**src/rtl/dir_bitop_unit.sv**
```systemverilog
module dir_bitop_unit #(
  parameter int W       = 64,
  parameter int IDXF_W  = 8,
  parameter int PC_W    = 12,
  parameter int MSG_W   = 4,
  parameter logic [11:0] HBASE   = 12'h100,
  parameter logic [11:0] HSTRIDE = 12'h040
) (
  input  logic              clk,
  input  logic              rst,
  input  logic              in_valid,
  input  logic [2:0]        op,
  input  logic [W-1:0]      opnd,
  input  logic [IDXF_W-1:0] bidx,
  input  logic [PC_W-1:0]   tgt,
  input  logic [PC_W-1:0]   pc,
  input  logic [MSG_W-1:0]  msg_type,
  output logic              out_valid,
  output logic [W-1:0]      result,
  output logic              taken,
  output logic [1:0]        pc_sel,
  output logic [PC_W-1:0]   next_pc,
  output logic              ffs_hit
);
  localparam int IW   = $clog2(W);
  localparam int NMSG = 1 << MSG_W;

  localparam logic [2:0] OP_SET = 3'd1, OP_CLR = 3'd2, OP_BRS = 3'd3,
                         OP_BRC = 3'd4, OP_FFS = 3'd5, OP_DSP = 3'd6;
  localparam logic [1:0] SEL_SEQ = 2'd0, SEL_BR = 2'd1, SEL_DSP = 2'd2;

  logic [PC_W-1:0] htbl [NMSG];
  for (genvar g = 0; g < NMSG; g++) begin : g_tbl
    assign htbl[g] = PC_W'(HBASE + HSTRIDE * g);
  end

  wire [IW-1:0]   pos  = bidx[IW-1:0];
  wire [W-1:0]    mask = {{(W-1){1'b0}}, 1'b1} << pos;
  wire            bit_on = |(opnd & mask);
  wire [PC_W-1:0] pc_inc = pc + 1'b1;

  logic [IW-1:0] ffs_pos;
  logic          ffs_any;
  always_comb begin
    ffs_pos = '0;
    ffs_any = 1'b0;
    for (int i = W - 1; i >= 0; i--) begin
      if (opnd[i]) begin
        ffs_pos = IW'(i);
        ffs_any = 1'b1;
      end
    end
  end

  logic [W-1:0]    res_d;
  logic            tk_d, hit_d;
  logic [1:0]      sel_d;
  logic [PC_W-1:0] npc_d;
  always_comb begin
    res_d = opnd;
    tk_d  = 1'b0;
    hit_d = 1'b0;
    sel_d = SEL_SEQ;
    npc_d = pc_inc;
    case (op)
      OP_SET: res_d = opnd | mask;
      OP_CLR: res_d = opnd & ~mask;
      OP_BRS, OP_BRC: begin
        tk_d = (op == OP_BRS) ? bit_on : !bit_on;
        if (tk_d) begin
          sel_d = SEL_BR;
          npc_d = tgt;
        end
      end
      OP_FFS: begin
        res_d = W'(ffs_pos);
        hit_d = ffs_any;
      end
      OP_DSP: begin
        sel_d = SEL_DSP;
        npc_d = htbl[msg_type];
      end
      default: ;
    endcase
  end

  always_ff @(posedge clk) begin
    if (rst) begin
      out_valid <= 1'b0;
      result    <= '0;
      taken     <= 1'b0;
      pc_sel    <= SEL_SEQ;
      next_pc   <= '0;
      ffs_hit   <= 1'b0;
    end else begin
      out_valid <= in_valid;
      if (in_valid) begin
        result  <= res_d;
        taken   <= tk_d;
        pc_sel  <= sel_d;
        next_pc <= npc_d;
        ffs_hit <= hit_d;
      end
    end
  end


  set_bit_chk: assert property (@(posedge clk) disable iff (rst)
    $past(!rst && in_valid && op == OP_SET) |-> result[$past(bidx[IW-1:0])]);

  clr_bit_chk: assert property (@(posedge clk) disable iff (rst)
    $past(!rst && in_valid && op == OP_CLR) |-> !result[$past(bidx[IW-1:0])]);

  ffs_lowest_chk: assert property (@(posedge clk) disable iff (rst)
    $past(!rst && in_valid && op == OP_FFS) && ffs_hit |->
      ((($past(opnd) >> result[IW-1:0]) & 64'd1) == 64'd1) &&
      (($past(opnd) & ((64'd1 << result[IW-1:0]) - 64'd1)) == 64'd0));

  ffs_zero_chk: assert property (@(posedge clk) disable iff (rst)
    $past(!rst && in_valid && op == OP_FFS && opnd == '0) |-> !ffs_hit && result == '0);

  br_target_chk: assert property (@(posedge clk) disable iff (rst)
    $past(!rst && in_valid) && taken |-> next_pc == $past(tgt) && pc_sel == SEL_BR);

  hold_chk: assert property (@(posedge clk) disable iff (rst)
    $past(!rst && !in_valid) |-> !out_valid && $stable(result) && $stable(next_pc));
endmodule

```
**config.mk**
```make
export PLATFORM = sky130hd
export DESIGN_NAME = dir_bitop_unit
export DESIGN_NICKNAME = d
export VERILOG_FILES = /design/src/rtl/dir_bitop_unit.sv
export SDC_FILE = /design/constraint.sdc
export NUM_CORES = 1
export LEC_CHECK = 0
export BUFFER_PORTS_ARGS = -buffer_cell sky130_fd_sc_hd__buf_2
export CAP_MARGIN = 15
export CORE_ASPECT_RATIO = 1.2
export CORE_MARGIN = 5
export CORE_UTILIZATION = 40
export DETAILED_ROUTE_END_ITERATION = 10
export GPL_TIMING_DRIVEN = 0
export SLEW_MARGIN = 20
export SYNTH_ARGS = -nofsm -noshare
export SYNTH_HDL_FRONTEND = slang
export SYNTH_SLANG_ARGS = --single-unit
```
**constraint.sdc**
```tcl
create_clock -name clk -period 3.51 [get_ports clk]
set_clock_uncertainty 0.1 [all_clocks]
set_input_delay 0.702 -clock clk [delete_from_list [all_inputs] [get_ports clk]]
set_output_delay 0.702 -clock clk [all_outputs]
set_load 0.01 [all_outputs]
```
Yosys cells after proc, flatten, opt, wreduce, memory -nomap -nowiden
Memories as Yosys holds them, arrays and structs flattened. Index checks and enable logic that the tools add are counted.

Memories kept: 1. Word-level logic and storage cells: 162. Bits of input ports: 106. Output and inout port bits: 81. Register bits after elaboration: 81. Memory bits (read-only): 192.

Multiplexer cells: 138. Order comparisons: 1. Reduce and logical (&&, ||, !) cells: 3. Shift operators: 1. Add/subtract/negate cells: 1. Bitwise gates (word level): 5. Eq/ne operators: 6.

Memories: (no name shown) (depth 16, width 12, read ports 1, clocked after Yosys merged registers in 0, wr ports 0, RTL line 81) `npc_d = htbl[msg_type];`.

Operators with widths (count): two-way mux 6 bit (64); one-hot mux 64 bit (3 select lines) (1); AND 64 bit (2); two-way mux 1 bit (68); inverter 64 bit (1); OR 64 bit (1); OR reduction 64 bit (1); << shifter 1 x 6 -> 64 bit (first input constant) (1); two-way mux 12 bit (3); one-hot mux 12 bit (2 select lines) (1); adder 12 x 1 -> 12 bit (second input constant) (1); == test 3 bit (second input constant) (3); == test 3 x 2 -> 1 bit (second input constant) (2); greater-or-equal comparator 5 bit (second input constant) (1); inverter 4 -> 5 bit (1); one-hot mux 2 bit (2 select lines) (1); == test 3 x 1 -> 1 bit (second input constant) (1); OR reduction 2 bit (1); logical NOT 1 bit (1).

Logic depth before layout (Yosys ltp)
Word-level depth: 65. Mapped depth: 11. Mapped depth without buffers: 9.

Worst setup path before layout
Ideal clock, no wire load.

Path kind: input to register. Start: input bidx[4]. End: register next_pc[6]. Setup time: 0.122 ns. Setup slack: 0.651 ns. Arrival time: 2.637 ns. Buffers on the path: 2. Stages on the path: 10. Required time: 3.288 ns. Cells stage by stage: or4b_1 buf_2 o32a_1 o221ai_1 o21ai_1 and4bb_4 nand2_4 mux2i_1 buf_6 a221o_1.

Longest elaborated chain between the ends: 7.

Ends and longest elaborated chain: from (decl) (RTL line 14) `input logic [IDXF_W-1:0] bidx,`; << shifter 1 x 6 -> 64 bit * (RTL line 38) `wire [W-1:0] mask = {{(W-1){1'b0}}, 1'b1} << pos;`; AND 64 bit * (RTL line 39) `wire bit_on = |(opnd & mask);`; OR reduction 64 bit * (RTL line 39); logical NOT 1 bit (RTL line 69) `tk_d = (op == OP_BRS) ? bit_on : !bit_on;`; two-way mux 1 bit * (RTL line 69); two-way mux 12 bit * (RTL line 70) `if (tk_d) begin`; one-hot mux 12 bit (2 select lines) * (RTL line 65) `case (op)`; to (signal assigned) (RTL line 101) `next_pc <= npc_d;`; to (decl) (RTL line 22) `output logic [PC_W-1:0] next_pc,`.

Mark *: on every way between the ends. The rest lies on a longest branch, timed or not. A chain may end at the register's enable or synchronous reset.

Final worst setup path
Start: input bidx[1]. End: register next_pc[6].

Same word-level chain as after synthesis.

==> results.py <==
metrics = {
    "outcome": {
        "outcome": "complete, no violations",
    },
    "placed_design": {
        "gp_congestion": 1.09,
        "dp_cells": 1302,
        "post-dp-hpwl_um": 24000,
        "pre_cts_slack_ns": -0.101,
        "io_buffers": 179,
    },
    "logic_synthesis": {
        "yosys_warnings": 0,
        "synth-seq-cells": 80,
        "synth.area.top_cells": "dfxtp_1 26%, a21oi_1 11%, o21ai_0 10%",
        "ys_seq_area_frac": 0.259,
        "async_reset_ff_frac": 0,
        "synth_area_um2": 6180,
        "syn-num-nets": 1027,
        "synth.distinct_cells": 72,
        "ys_dominant_reg_cell": "dfxtp_1",
        "synth.avg_cell_area_um2": 6.73,
        "synth_edf_count": 0,
        "syn-instance-count": 919,
        "synth.top_cell.area_share": 0.259,
        "yosysTopAreaCell": "dfxtp_1",
    },
    "route": {
        "drt_iter0_drc": 919,
        "drc": 0,
        "viasPerCell": 6.18,
        "vias": 8146,
        "first_pass_iters": 5,
        "routed_wl_um": 30800,
        "drtAntennaViolNets": 0,
        "wl_per_cell_um": 23.4,
    },
    "floorplanning": {
        "dieArea_um2": 18000,
        "die_x_um": 123,
        "core_um2": 15100,
        "initial_core_util": 0.410,
        "rows": 49,
        "die_y_um": 146,
        "io_pins": 187,
    },
    "critical_path": {
        "required_ns": 3.66,
        "reg2reg_slack_ns": 2.31,
        "cp_max_fo": 10,
        "arrival_ns": 3.44,
        "crit_type": "in -> reg",
        "critPathCaptureType": "flop",
        "start_kind": "input port",
    },
    "power_and_ir_drop": {
        "p_switching_mw": 0.946,
        "internal_power_mw": 1.81,
        "power.share.clock": 0.370,
        "p_seq_frac": 0.363,
        "swShare": 0.344,
        "p_leak_nw": 3.16,
        "power_mw": 2.75,
        "power_density_nw_per_um2": 360,
        "comb_power_share": 0.267,
        "ir_worst_vdd_mv": 0.198,
    },
    "clock_network": {
        "hold_buffers": 0,
        "worstSkewPairLatency_ns": 0.36,
        "clkTransAtPathRegs_ns": 0.06,
        "post_cts_resized": 0,
        "postCtsSetupBuffers": 0,
        "clockBufferDepth": 2,
        "cts-root-buf": "clkbuf_16",
        "cts_tree": "done",
        "clkSinkCount": 80,
        "numCtsBuffers": 9,
        "htreeDepth": 3,
    },
    "timing": {
        "final_max_slew_viol_count": 0,
        "period_needed_ns": 3.29,
        "whs_ns": 0.386,
        "setup_violations": 0,
        "setup_tns_ns": 0,
        "worst_slew_pin_slew_ns": 1.01,
        "final_hold_viol_count": 0,
        "period_share": 0.938,
        "slew_headroom": 0.323,
        "finalWorstSetupSlack_ns": 0.218,
        "rsz0062_at_grt": "false",
        "max_freq_mhz": 304,
    },
    "finish": {
        "n_antenna_cell": 0,
        "drive_gt1_frac": 0.207,
        "stdcell_count": 1318,
        "nNetsFinal": 1217,
        "area_growth_syn_to_layout_pct": 23.7,
    },
    "grt": {
        "grt_pass1_wl_um": 46300,
        "antenna_found_initial": 0,
        "grt_max_degree": 16,
        "grt_pass1_vias": 7790,
        "grt_usage": 0.337,
        "gr-total-overflow": 0,
    },
    "hold_path": {
        "hold_path.class": "reg -> reg",
    },
    "job": {
        "maxCapViolCount": 0,
    },
}
metrics by stage:
stage,utilization,cell area [µm²]
finish,0.507,7640
global placement,0.486,7330
detailed placement,0.486,7330
global route,0.507,7640
floorplan,-,6180
CTS,0.507,7640
routing by layer:
metal | part of all wire | GRT usage | up-vias
met4 | 0.068 | 0.215 | 0
li1 | - | - | 3773
met3 | 0.10 | 0.0816 | 121
met5 | 0 | 0 | -
met2 | 0.44 | 0.521 | 518
met1 | 0.39 | 0.414 | 3734
power groups by stage:
| stage | combinational [mW] | sequential [mW] | clock (mW) |
|---|---|---|---|
| 2_1_floorplan | 0.361 | 1.05 | 0 |
| 3_3_place_gp | 0.719 | 1.02 | 0 |
| 3_5_place_dp | 0.719 | 1.02 | 0 |
| 4_1_cts | 0.722 | 1.00 | 1.03 |
| 5_1_grt | 0.792 | 1.01 | 1.07 |
| 6_report | 0.736 | 1.00 | 1.02 |
worst paths after layout:
check | startpoint | end | cells after the start
max | bidx[1] | next_pc[6] | 11
min | result[24] | result[24] | 2
max reg2reg | result[0] | result[0] | 6
min reg2reg | result[24] | result[24] | 2
sequential cells by signal (all words and copies together), names as in the netlist:
name / count
result: 64
next_pc: 12
out_valid: 1
ffs_hit: 1
taken: 1
pc_sel: 1
area by class of cell:
cell class / instances / area [µm²]
Buffer: 67 / 293
Multi-Input combinational cell: 753 / 4220
Inverter: 19 / 71.3
Timing Repair Buffer: 179 / 896
Clock inverter: 6 / 73.8
Clock buffer: 10 / 239
Sequential cell: 80 / 1600
Fill cell: 1646 / 7440
Tap cell: 204 / 255
synth_stat cells, drive strengths merged, types with 10 or more instances:
library cell and count:
a21o 10, nor4 20, nor3 56, dfxtp 80
inv 18, clkbuf 43, nand2 64, a221o 12
a211oi 10, o21ai 130, and3 10, nand3 18
nor2b 19, a21oi 138, nor2 126, buf 24
mux2i 12
logic make-up (layout without fill, tap and decap cells):
| family | after synthesis | in the layout | synth area share |
|---|---|---|---|
| DFF | 80 | 80 | 0.259 |
| and+or+nand+nor | 363 | 363 | 0.291 |
| xor gates and xnor gates | 10 | 10 | 0.0142 |
| adders and majority gates | 2 | 2 | 0.00405 |
| buffers and inverters | 86 | 281 | 0.0589 |
| muxes | 15 | 15 | 0.0267 |
| AOI/OAI and AO/OA | 363 | 363 | 0.346 |
critical path, cell delays in order:
cell and delay (ns):
buf_2 0.15, nand4bb_1 0.14, clkbuf_1 0.50, a21oi_1 0.10, nor4_1 0.49, nand4b_1 0.20, and4bb_4 0.38, nand2_4 0.08
mux2i_1 0.17, buf_6 0.17, a221o_1 0.34
layout by cell type (no fill, tap or decap), types with 9 or more instances in the layout:
master | netlist | layout
nand2b_1 | 9 | 9
nor2_1 | 126 | 126
inv_1 | 18 | 18
mux2i_1 | 12 | 12
a21o_1 | 10 | 10
clkbuf_16 | 0 | 9
o21ai_0 | 129 | 129
nand3_1 | 18 | 18
a221o_1 | 12 | 12
a211oi_1 | 10 | 10
clkbuf_1 | 42 | 42
and2_1 | 9 | 9
nor4_1 | 20 | 20
nor3_1 | 56 | 56
nand2_1 | 63 | 63
a21oi_1 | 138 | 138
buf_2 | 14 | 193
and3_1 | 10 | 10
nor2b_1 | 18 | 18
dfxtp_1 | 80 | 80
Note: power is estimated with default switching activity, not from simulation.
